--- src/rtl/clkdiv_pkg.sv ---
package clkdiv_pkg;

  typedef enum logic [1:0] {
    DIV_OFF  = 2'd0,
    DIV_EVEN = 2'd1,
    DIV_ODD  = 2'd2
  } div_mode_e;

  // Ratio N = code + 1, so an odd code gives an even ratio.
  function automatic div_mode_e decode_mode(input logic [3:0] code);
    if (code == 4'd0)   return DIV_OFF;
    else if (code[0])   return DIV_EVEN;
    else                return DIV_ODD;
  endfunction

endpackage

--- src/rtl/clkdiv_code_reg.sv ---
module clkdiv_code_reg
  import clkdiv_pkg::*;
#(
  parameter int SEL_W = 4
) (
  input  logic             clk,
  input  logic             rst,
  input  logic [SEL_W-1:0] sel,
  input  logic             terminal,
  output logic [SEL_W-1:0] code_q,
  output div_mode_e        mode_q,
  output logic             run,
  output logic             load
);

  localparam int PAD_W = (SEL_W < 4) ? 4 - SEL_W : 0;

  logic [3:0] sel4;

  generate
    if (SEL_W >= 4) begin : g_wide
      assign sel4 = {sel[SEL_W-1:1] != '0 ? 3'b111 : 3'b000, sel[0]} & {3'b111, 1'b1};
    end else begin : g_narrow
      assign sel4 = {{PAD_W{1'b0}}, sel};
    end
  endgenerate

  assign run  = (mode_q != DIV_OFF);
  assign load = terminal || !run;

  always_ff @(posedge clk) begin
    if (rst) begin
      code_q <= '0;
      mode_q <= DIV_OFF;
    end else if (load) begin
      code_q <= sel;
      mode_q <= decode_mode(sel4);
    end
  end

  // the active code never moves except at a load point
  a_r6_code_hold: assert property (@(posedge clk) disable iff (rst)
    !load |=> $stable(code_q));

endmodule

--- src/rtl/clkdiv_counter.sv ---
module clkdiv_counter #(
  parameter int SEL_W = 4
) (
  input  logic             clk,
  input  logic             rst,
  input  logic             load,
  input  logic             run,
  input  logic [SEL_W-1:0] code_q,
  input  logic [SEL_W-1:0] next_code,
  output logic             hi,
  output logic             terminal
);

  localparam int CW = SEL_W + 1;

  logic [SEL_W-1:0] cnt;
  logic [CW-1:0]    cnt_inc;
  logic [CW-1:0]    half_len;

  // High phase on rising edges lasts floor(N/2) cycles, N = code + 1.
  assign half_len = ({1'b0, code_q} + {{SEL_W{1'b0}}, 1'b1}) >> 1;
  assign cnt_inc  = {1'b0, cnt} + {{SEL_W{1'b0}}, 1'b1};
  assign terminal = run && (cnt == code_q);

  always_ff @(posedge clk) begin
    if (rst) begin
      cnt <= '0;
      hi  <= 1'b0;
    end else if (load) begin
      cnt <= '0;
      hi  <= (next_code != '0);
    end else begin
      cnt <= cnt_inc[SEL_W-1:0];
      hi  <= (cnt_inc < half_len);
    end
  end

  // the count never passes the active terminal value
  a_r1_cnt_bound: assert property (@(posedge clk) disable iff (rst)
    run |-> (cnt <= code_q));

  // a high phase only starts at the beginning of a period
  a_r2_rise_at_start: assert property (@(posedge clk) disable iff (rst)
    $rose(hi) |-> (cnt == '0));

endmodule

--- src/rtl/clkdiv_halfcycle.sv ---
module clkdiv_halfcycle #(
  parameter int COPIES = 2
) (
  input  logic              clk,
  input  logic              rst,
  input  logic              hi,
  input  logic              odd,
  output logic [COPIES-1:0] clk_out
);

  logic neg_q;
  logic merged;

  always_ff @(negedge clk) begin
    if (rst) neg_q <= 1'b0;
    else     neg_q <= hi;
  end

  assign merged = hi | (odd & neg_q);

  generate
    for (genvar i = 0; i < COPIES; i++) begin : g_copy
      assign clk_out[i] = merged;
    end
  endgenerate

  // the falling-edge copy trails the rising-edge phase by half a cycle
  a_r3_half_lag: assert property (@(posedge clk) disable iff (rst)
    neg_q == hi);

endmodule

--- src/rtl/clkdiv_oddeven.sv ---
module clkdiv_oddeven
  import clkdiv_pkg::*;
#(
  parameter int SEL_W = 4
) (
  input  logic             clk_in,
  input  logic             rst,
  input  logic [SEL_W-1:0] div_sel,
  output logic             clk_out_a,
  output logic             clk_out_b,
  output logic             out_en
);

  localparam int COPIES = 2;

  logic [SEL_W-1:0]  code_q;
  div_mode_e         mode_q;
  logic              run;
  logic              load;
  logic              terminal;
  logic              hi;
  logic [COPIES-1:0] outs;

  clkdiv_code_reg #(.SEL_W(SEL_W)) u_code (
    .clk      (clk_in),
    .rst      (rst),
    .sel      (div_sel),
    .terminal (terminal),
    .code_q   (code_q),
    .mode_q   (mode_q),
    .run      (run),
    .load     (load)
  );

  clkdiv_counter #(.SEL_W(SEL_W)) u_cnt (
    .clk       (clk_in),
    .rst       (rst),
    .load      (load),
    .run       (run),
    .code_q    (code_q),
    .next_code (div_sel),
    .hi        (hi),
    .terminal  (terminal)
  );

  clkdiv_halfcycle #(.COPIES(COPIES)) u_fix (
    .clk     (clk_in),
    .rst     (rst),
    .hi      (hi),
    .odd     (mode_q == DIV_ODD),
    .clk_out (outs)
  );

  assign clk_out_a = outs[0];
  assign clk_out_b = outs[1];
  assign out_en    = run;

  // no output activity while stopped
  a_r4_off_low: assert property (@(posedge clk_in) disable iff (rst)
    !out_en |-> (outs == '0));

  // starting from the stopped state raises the output immediately
  a_r9_start_high: assert property (@(posedge clk_in) disable iff (rst)
    $rose(out_en) |-> clk_out_a);

endmodule

--- config.mk ---
export PLATFORM = sky130hd
export DESIGN_NAME = clkdiv_oddeven
export DESIGN_NICKNAME = d
export VERILOG_FILES = /design/src/rtl/clkdiv_pkg.sv /design/src/rtl/clkdiv_code_reg.sv /design/src/rtl/clkdiv_counter.sv /design/src/rtl/clkdiv_halfcycle.sv /design/src/rtl/clkdiv_oddeven.sv
export SDC_FILE = /design/constraint.sdc
export NUM_CORES = 1
export LEC_CHECK = 0
export ABC_AREA = 0
export BUFFER_PORTS_ARGS = -buffer_cell sky130_fd_sc_hd__buf_2
export CAP_MARGIN = 20
export CORE_AREA = 8 8 45 47
export DETAILED_ROUTE_END_ITERATION = 10
export DIE_AREA = 0 0 53 55
export GPL_ROUTABILITY_DRIVEN = 0
export GPL_TIMING_DRIVEN = 0
export PLACE_DENSITY_LB_ADDON = 0.2
export SYNTH_ARGS = -nofsm -noshare
export SYNTH_HDL_FRONTEND = slang
export SYNTH_SLANG_ARGS = --single-unit
--- constraint.sdc ---
create_clock -name clk_in -period 1.75 [get_ports clk_in]
set_clock_uncertainty 0.15 [all_clocks]
set_input_delay 0.35 -clock clk_in [delete_from_list [all_inputs] [get_ports clk_in]]
set_output_delay 0.35 -clock clk_in [all_outputs]
set_load 0.01 [all_outputs]
# --- Yosys cells after proc, flatten, opt, wreduce, memory -nomap -nowiden ---
# Cells that the tools add are included.
totals:
  register_bits: 12
  wordCells: 24
classes:
  add_sub_neg: 2
  order_cmp: 1
  eq_ne: 2
  n_mux: 4
  n_bitwise: 2
  reduce_logical: 8
op_table:
  columns: ["operator", "count"]
  rows:
  - ["$add 4x1->5 const B", 2]
  - ["$lt 5x4->1", 1]
  - ["$eq 4x4->1", 1]
  - ["$logic_not 4->1", 1]
  - ["$mux 2", 2]
  - ["$reduce_bool 4->1", 1]
  - ["$mux 3", 1]
  - ["$reduce_bool 3->1", 1]
  - ["$eq 2x2->1 const B", 1]
  - ["$reduce_bool 2->1", 1]
  - ["$reduce_or 2->1", 1]
  - ["$and 1x1->1", 1]
  - ["$logic_and 1x1->1", 1]
  - ["$logic_not 1->1", 1]
  - ["$logic_or 1x1->1", 1]
  - ["$mux 1", 1]
  - ["$or 1x1->1", 1]

# --- Depth between registers and ports, before layout ---
# Gate-level depths: netlist of the first run.
depth:
  word_depth: 4
  depth_mapped: 6
  mapped_depth_nobuf: 6

# --- Cells and area by module ---
# From an unflattened synthesis of the first run, not the netlist that was laid out.
hier_totals:
  hier_cells: 65
  area_unflattened_um2: 674.4
by_module_without_submodules:
  columns: ["module", "n_inst", "cells_each", "area_each_um2", "seq_area_each_um2"]
  rows:
  - ["clkdiv_counter", 1, 35, 362.8, 100.1]
  - ["clkdiv_code_reg", 1, 23, 237.7, 120.1]
  - ["clkdiv_halfcycle", 1, 6, 60.1, 20.0]
  - ["clkdiv_oddeven", 1, 1, 13.8, 0.0]

==> results of run 1 <==
-- layout make-up --
type | count | area, sq um | share of cell area (%)
Tap cell | 16 | 20.02 | 2.716
Buffer | 3 | 27.53 | 3.735
Clock buffer | 4 | 36.28 | 4.924
Clock inverter | 1 | 3.754 | 0.5093
Inverter | 3 | 11.26 | 1.528
Timing Repair Buffer | 7 | 41.29 | 5.603
Sequential cell | 12 | 241.5 | 32.77
Multi-Input combinational cell | 47 | 355.3 | 48.22
-- Yosys cell counts (2+ instances only) --
library cell	n
mux2i_1	3
nor2_1	5
dfxtp_1	12
inv_1	4
ha_1	5
xnor2_1	6
nand2_1	4
xor2_1	2
nor3_1	2
o21ai_0	2
nand3_1	3
a21oi_1	2
and3_1	3
-- metrics by stage --
stage / cell area, sq um / setup WS [ns] / util [%] / power (mW) / instances
CTS: 737.0 / -0.7087 / 53.25 / 0.8517 / 93
finish: 737.0 / -0.6843 / 53.25 / 0.8384 / 93
global placement: 684.4 / -0.3706 / 49.46 / 0.6063 / 89
detailed placement: 684.4 / -0.3737 / 49.46 / 0.6097 / 89
floorplan: 629.4 / -0.2754 / - / 0.5469 / 66
global route: 737.0 / -0.7310 / 53.25 / 0.8961 / 93
-- report_power, final --
group	internal [mW]	total (mW)	switching [mW]
combinational	0.141	0.263	0.122
clock	0.129	0.224	0.0948
sequential	0.312	0.351	0.0391
-- worst paths after layout --
check,startpoint,endpoint,slack [ns],cells after the start
worst max-delay path,u_fix.neg_q,clk_out_b,-0.68,3
worst min-delay path,div_sel[3],u_code.code_q[3],0.19,3
worst max register to register,u_cnt.cnt[0],u_cnt.hi,0.08,6
worst min register to register,u_code.mode_q[0],u_code.mode_q[0],0.37,2
-- critical path: cells and delay by family (launching register included) --
kind | cells | cell delay (ns)
buffers and inverters | 2 | 0.22
DFF | 1 | 0.30
AOI/OAI and AO/OA | 1 | 0.22
-- layer usage --
layer | share of wire (%) | vias up | global-route usage [%]
met5 | 0 | - | 0
met4 | 0.99 | 0 | 2.586
met3 | 2.6 | 2 | 3.209
met2 | 45 | 8 | 14.45
met1 | 51 | 215 | 11.50
li1 | - | 257 | -
-- state kept, by name, indices dropped and copies added (netlist names) --
register       count
u_fix.neg_q        1
u_cnt.hi           1
u_code.code_q      4
u_cnt.cnt          4
u_code.mode_q      2
-- cell families after synthesis --
group / share of synthesized area (%)
simple gates: 15.43
flops: 38.48
compound gates: 14.03
xor+xnor: 11.22
buf+inv: 6.011
fa+ha+maj: 10.02
mux: 4.810
-- timing repair --
item	CTS	global route
endpoints found under the setup margin	2	2
pin swaps	1	1
endpoints found under the hold margin	0	0
gates resized for setup	3	0
==> impl_metrics.env, run 1 <==
export IMPL_powerDensity_mw_per_mm2=1138
export IMPL_min_delay_path_class="input pin to flop"
export IMPL_critPathSlowestCell="dfxtp_2"
export IMPL_violations="setup timing"
export IMPL_fin_nets=89
export IMPL_whs_ns=0.1926
export IMPL_hold_violations=0
export IMPL_arrival_ns=1.93
export IMPL_path_cells="a31o_4 > buf_6 > buf_6"
export IMPL_wl_per_cell_um=12.00
export IMPL_cts_max_path_buffers=2
export IMPL_ioPinCount=9
export IMPL_rows=14
export IMPL_diodes=0
export IMPL_synth_edf_count=0
export IMPL_first_pass_iters=3
export IMPL_cts_inserted_buffers=3
export IMPL_viasPerCell=5.183
export IMPL_setup_viol=2
export IMPL_synth_top_cell_area_share_pct=38.48
export IMPL_max_slew_worst_pin_slew_ns=0.3422
export IMPL_io_buffer_count=7
export IMPL_hpwl_um=876.6
export IMPL_worst_slew_margin_rel_pct=76.89
export IMPL_tns_ns=-1.290
export IMPL_overflow=0
export IMPL_vdd_drop_max_v=0.0006373
export IMPL_clk_latency_ns=0.27
export IMPL_start_util_pct=45.12
export IMPL_yosys_most_used_dff="dfxtp_1"
export IMPL_mostFrequentLayoutCells="dfxtp_1, xnor2_1, buf_2, nor2_1, ha_1"
export IMPL_synth_async_reset_ratio_pct=0
export IMPL_critPathMaxFanout=2
export IMPL_root_buffer="clkbuf_4"
export IMPL_grt_pass1_wl_mm=2.014
export IMPL_clock_sinks=12
export IMPL_critPathKind="flop to primary output"
export IMPL_cp_common_cell="buf_6"
export IMPL_final_antenna_net_count=0
export IMPL_end_kind="primary output"
export IMPL_rsz0062_at_grt="yes"
export IMPL_status="finished with violations"
export IMPL_grt_util_all_layers_pct=9.156
export IMPL_clk_pin_slew_worst_paths_ns=0.08
export IMPL_finalWirelength_mm=1.116
export IMPL_syn_to_final_growth_pct=18.04
export IMPL_core_sq_mm=0.001384
export IMPL_post_cts_buffers=0
export IMPL_ctsHoldBuffers=0
export IMPL_final_common_cell="dfxtp_1"
export IMPL_synth_top_cells_by_area="dfxtp_1, ha_1, xnor2_1"
export IMPL_synth_top_cell_by_area="dfxtp_1"
export IMPL_synth_seq_cells=12
export IMPL_drc=0
export IMPL_critPathRequiredTime_ns=1.25
export IMPL_die_x_um=53
export IMPL_fp_dieArea_sq_mm=0.002915
export IMPL_netlist_area_sq_um=624.3
export IMPL_ys_types=26
export IMPL_h_tree_depth=1
export IMPL_syn_area_per_cell_sq_um=9.460
export IMPL_die_h_um=55
export IMPL_max_cap_viol_count=0
export IMPL_grt_pass1_vias=472
export IMPL_cts_tree="built"
export IMPL_antenna_found_initial=0
export IMPL_fillers=129
export IMPL_grt_max_degree=11
export IMPL_setup_ws_ns=-0.6843
export IMPL_p_leak_nw=0.3246
export IMPL_critPathLaunchType="flop"
export IMPL_yosysWarnings=0
export IMPL_critPathMaxStageDelay_ns=0.30
export IMPL_drive_above_1_share_pct=22.08
export IMPL_vias=482
export IMPL_syn_nets=77
export IMPL_synthCells=66
export IMPL_seq_area_frac_synth_pct=38.48
export IMPL_drt_iter0_drc=4
export IMPL_maxSlewViolCount=0
(Power assumes the default switching activity.)
==> run 2, diff against run 1 <==
==> constraint.sdc (replaced) <==
create_clock -name clk_in -period 1.75 [get_ports clk_in]
set_clock_uncertainty 0.15 [all_clocks]
set_input_delay 0.0875 -clock clk_in [delete_from_list [all_inputs] [get_ports clk_in]]
set_output_delay 0.0875 -clock clk_in [all_outputs]
set_load 0.01 [all_outputs]
==> impl_metrics.env, run 2 (same netlist as run 1, synthesis figures left out) <==
export IMPL_status="finished with violations"
export IMPL_violations="setup timing"
export IMPL_critPathKind="flop to primary output"
export IMPL_syn_to_final_growth_pct=23.45
export IMPL_pwr_share_comb_pct=33.3
export IMPL_path_cells="a31o_4 > buf_6 > buf_6"
export IMPL_p_switching_mw=0.2648
export IMPL_h_tree_depth=1
export IMPL_reg_largest_list="u_cnt.cnt (4), u_code.code_q (4), u_code.mode_q (2)"
export IMPL_critPathSlowestCell="dfxtp_2"
export IMPL_finalPower_mw=0.8167
export IMPL_maxSlewViolCount=0
export IMPL_root_buffer="clkbuf_4"
export IMPL_critPathMaxStageDelay_ns=0.30
export IMPL_grt_pass1_wl_mm=2.242
export IMPL_arrival_ns=1.93
export IMPL_setup_viol=2
export IMPL_start_util_pct=45.12
export IMPL_max_cap_viol_count=0
export IMPL_tns_ns=-0.7567
export IMPL_cts_tree="built"
export IMPL_worst_slew_margin_rel_pct=74.23
export IMPL_die_h_um=55
export IMPL_viasPerCell=5.278
export IMPL_cts_inserted_buffers=3
export IMPL_drt_iter0_drc=11
export IMPL_wl_per_cell_um=13.10
export IMPL_grt_pass1_vias=519
export IMPL_cts_max_path_buffers=2
export IMPL_place_area_sq_um=683.2
export IMPL_cp_common_cell="buf_6"
export IMPL_fp_dieArea_sq_mm=0.002915
export IMPL_min_delay_path_class="input pin to flop"
export IMPL_critPathRequiredTime_ns=1.51
export IMPL_hpwl_um=915.4
export IMPL_ioPinCount=9
export IMPL_rows=14
export IMPL_io_buffer_count=7
export IMPL_core_sq_mm=0.001384
export IMPL_diodes=0
export IMPL_seq_power_share_pct=43.6
export IMPL_clk_pin_slew_worst_paths_ns=0.08
export IMPL_final_common_cell="dfxtp_1"
export IMPL_drc=0
export IMPL_p_sw_share_pct=32.42
export IMPL_clock_sinks=12
export IMPL_whs_ns=0.01405
export IMPL_max_slew_worst_pin_slew_ns=0.3865
export IMPL_powerDensity_mw_per_mm2=1060
export IMPL_dp_worst_setup_slack_ns=-0.1105
export IMPL_setup_ws_ns=-0.4175
export IMPL_fin_nets=93
export IMPL_mostFrequentLayoutCells="dfxtp_1, xnor2_1, buf_2, nor2_1"
export IMPL_critPathLaunchType="flop"
export IMPL_clk_latency_ns=0.28
export IMPL_finalWirelength_mm=1.271
export IMPL_whs_path_depth=2
export IMPL_grt_util_all_layers_pct=10.20
export IMPL_overflow=0
export IMPL_p_int_mw=0.5519
export IMPL_clockPowerShare_pct=23.1
export IMPL_die_x_um=53
export IMPL_vdd_drop_max_v=0.0007402
export IMPL_first_pass_iters=4
export IMPL_grt_max_degree=11
export IMPL_stdcell_area_sq_um=770.7
export IMPL_final_antenna_net_count=0
export IMPL_drive_above_1_share_pct=22.22
export IMPL_p_leak_nw=0.3301
export IMPL_r2r_cells=6
export IMPL_antenna_found_initial=0
export IMPL_vias=512
export IMPL_end_kind="primary output"
export IMPL_hold_violations=0
export IMPL_rsz0062_at_grt="yes"
export IMPL_critPathMaxFanout=2
-- run 2: cell types whose count changed in the layout (fill, tap and decap cells not counted), moves of 2 or more --
cell and delta:
clkbuf_1 +2, dfxtp_2 +2, dlygate4sd3_1 +4, dfxtp_1 -2
-- run 2: metal layers --
layer	wire, um	part of all wire, %	track usage, %	vias to the layer above
met5	0	0	0	-
met4	10	0.79	3.879	0
met3	43	3.4	3.743	2
met2	610	48	16.80	10
met1	605	48	11.83	235
li1	-	-	-	265
-- run 2: cell type report --
type	instances	area, sq um
fill	131	613.1
multi-input combinational	47	357.8
sequential	12	244.0
timing repair buffer	11	81.33
clock buffer	4	26.28
buffer	3	26.28
tap	16	20.02
inverter	3	11.26
clock inverter	1	3.754
-- run 2: path summary, 6_finish.rpt --
kind | to | startpoint | slack [ns]
max | clk_out_b | u_fix.neg_q | -0.42
min | u_code.code_q[2] | rst | 0.01
max reg2reg | u_cnt.hi | u_cnt.cnt[0] | 0.10
min reg2reg | u_cnt.cnt[0] | u_cnt.cnt[0] | 0.33
-- run 2: repair_timing --
item / CTS / global route
endpoints found under the setup margin: 2 / 3
endpoints found under the hold margin: 6 / 0
pin swaps: 1 / 2
gates cloned: 0 / 0
setup buffers: 0 / 0
hold buffers: 4 / 0
gates resized for setup: 3 / 3
-- run 2: through the flow --
stage	std cells	util (%)
after floorplan	66	-
after global placement	89	49.37
after detailed placement	89	49.37
after CTS	97	55.33
after global routing	97	55.70
final	97	55.70
-- run 2: worst max-delay path, delay by kind of cell (launching register included) --
| kind | cells | cell delay (ns) |
|---|---|---|
| compound gates | 1 | 0.22 |
| flops | 1 | 0.30 |
| buf+inv | 2 | 0.22 |
-- run 2: power groups by stage --
| stage | Clock [mW] | Combinational, mW | Sequential [mW] |
|---|---|---|---|
| 6_report | 0.189 | 0.272 | 0.356 |
| 3_5_place_dp | 0.00715 | 0.248 | 0.355 |
| 2_1_floorplan | 0.00715 | 0.195 | 0.345 |
| 5_1_grt | 0.205 | 0.301 | 0.360 |
| 3_3_place_gp | 0.00715 | 0.245 | 0.354 |
| 4_1_cts | 0.193 | 0.272 | 0.352 |
==> run 3, diff against run 2 <==
- BUFFER_PORTS_ARGS: -buffer_cell sky130_fd_sc_hd__buf_2 -> not set
- DONT_BUFFER_PORTS: not set -> 1
==> impl_metrics.env, run 3 (same netlist as run 1, synthesis figures left out) <==
export IMPL_fillers=137
export IMPL_cts_tree="built"
export IMPL_status="finished with violations"
export IMPL_cts_max_path_buffers=2
export IMPL_path_delay_family="flip-flops"
export IMPL_cts_inserted_buffers=3
export IMPL_mostFrequentLayoutCells="dfxtp_1, xnor2_1, nor2_1, ha_1"
export IMPL_drt_iter0_drc=8
export IMPL_arrival_ns=1.88
export IMPL_wl_per_cell_um=14.36
export IMPL_cp_num_buf_inv=1
export IMPL_clk_latency_ns=0.29
export IMPL_critPathRequiredTime_ns=1.51
export IMPL_seq_power_share_pct=44.8
export IMPL_ioPinCount=9
export IMPL_grt_pass1_vias=523
export IMPL_path_cells="a31o_4 > buf_6"
export IMPL_setup_viol=2
export IMPL_p_int_mw=0.5294
export IMPL_grt_pass1_wl_mm=2.166
export IMPL_diodes=0
export IMPL_clock_sinks=12
export IMPL_hpwl_um=922.3
export IMPL_pwr_share_comb_pct=30.5
export IMPL_final_antenna_net_count=0
export IMPL_die_x_um=53
export IMPL_min_delay_path_class="input pin to flop"
export IMPL_die_h_um=55
export IMPL_rsz0062_at_grt="yes"
export IMPL_critPathLaunchType="flop"
export IMPL_critPathSlowestCell="dfxtp_2"
export IMPL_tns_ns=-0.6071
export IMPL_finalWirelength_mm=1.292
export IMPL_fp_dieArea_sq_mm=0.002915
export IMPL_dpl_cell_count=82
export IMPL_powerDensity_mw_per_mm2=1088
export IMPL_vias=492
export IMPL_setup_ws_ns=-0.3631
export IMPL_drive_above_1_share_pct=14.86
export IMPL_antenna_found_initial=0
export IMPL_start_util_pct=45.12
export IMPL_multi_input_area_sq_um=355.3
export IMPL_critPathMaxFanout=2
export IMPL_post_cts_buffers=0
export IMPL_final_common_cell="dfxtp_1"
export IMPL_maxSlewViolCount=0
export IMPL_root_buffer="clkbuf_4"
export IMPL_grt_max_degree=11
export IMPL_overflow=0
export IMPL_io_buffer_count=0
export IMPL_hold_violations=0
export IMPL_critPathMaxStageDelay_ns=0.31
export IMPL_seqCellArea_sq_um=245.2
export IMPL_rows=14
export IMPL_max_cap_viol_count=0
export IMPL_h_tree_depth=1
export IMPL_viasPerCell=5.467
export IMPL_p_sw_share_pct=33.17
export IMPL_p_switching_mw=0.2628
export IMPL_max_slew_worst_pin_slew_ns=0.3574
export IMPL_final_instance_count_excl_fill=90
export IMPL_vdd_drop_max_v=0.0005774
export IMPL_p_leak_nw=0.3031
export IMPL_core_sq_mm=0.001384
export IMPL_grt_util_all_layers_pct=10.76
export IMPL_reg_largest_list="u_cnt.cnt (4), u_code.code_q (4), u_code.mode_q (2)"
export IMPL_first_pass_iters=4
export IMPL_worst_slew_margin_rel_pct=75.86
export IMPL_critPathKind="flop to primary output"
export IMPL_fin_nets=86
export IMPL_violations="setup timing"
export IMPL_clk_pin_slew_worst_paths_ns=0.08
export IMPL_end_kind="primary output"
export IMPL_clockPowerShare_pct=24.7
export IMPL_syn_to_final_growth_pct=16.63
export IMPL_drc=0
run 3: per-layer routing:
layer / GRT usage, % / vias up / share of wire (%)
met5: 0 / - / 0
met4: 9.052 / 0 / 4.0
met3: 4.011 / 5 / 4.7
met2: 18.95 / 9 / 50
met1: 9.692 / 229 / 41
li1: - / 249 / -
run 3: worst register-to-register path, cell delays in order (launching register included):
cell,delay (ns)
dfxtp_2,0.36
ha_1,0.23
xor2_1,0.18
ha_1,0.22
a211oi_1,0.25
o211ai_1,0.14
o21ai_0,0.08
run 3: final timing paths:
path | to | slack [ns] | cells after the start | startpoint
hold / removal | u_code.code_q[2] | 0.002 | 2 | rst
setup reg to reg | u_cnt.hi | 0.07 | 6 | u_cnt.cnt[0]
setup / recovery | clk_out_b | -0.36 | 2 | u_fix.neg_q
hold reg to reg | u_cnt.cnt[0] | 0.33 | 1 | u_cnt.cnt[0]
run 3: what timing repair did:
| action | 4_1_cts | 5_1_grt |
|---|---|---|
| endpoints found under the setup margin | 2 | 3 |
| resized for setup | 1 | 4 |
| hold buffers | 4 | 0 |
| hold endpoints to repair | 7 | 0 |
run 3: stage by stage:
step                      worst slack [ns]  area [sq um]  power, mW  hold WS, ns  utilization, %
after floorplan                   -0.01289         628.1     0.5465      0.08144               -
after global placement            -0.03174         648.1     0.5838      0.08646           46.84
after detailed placement          -0.03743         648.1     0.5886      0.09173           46.84
after CTS                          -0.3701         723.2     0.7947      0.01207           52.26
after global routing               -0.3979         728.2     0.8427      0.04547           52.62
final                              -0.3631         728.2     0.7922     0.001892           52.62
run 3: cell type report:
| type | count | share of cell area (%) |
|---|---|---|
| timing repair buffer | 4 | 5.498 |
| tap | 16 | 2.749 |
| sequential | 12 | 33.68 |
| clock buffer | 4 | 3.608 |
| multi-input combinational | 47 | 48.80 |
| clock inverter | 1 | 0.5155 |
| buffer | 3 | 3.608 |
| inverter | 3 | 1.546 |
run 3: power by group through the flow:
stage	Combinational [mW]	Clock, mW	Sequential [mW]
after floorplan	0.195	0.00715	0.345
after global placement	0.223	0.00715	0.354
after detailed placement	0.226	0.00715	0.355
after CTS	0.243	0.200	0.352
after global routing	0.268	0.213	0.361
final	0.242	0.196	0.355
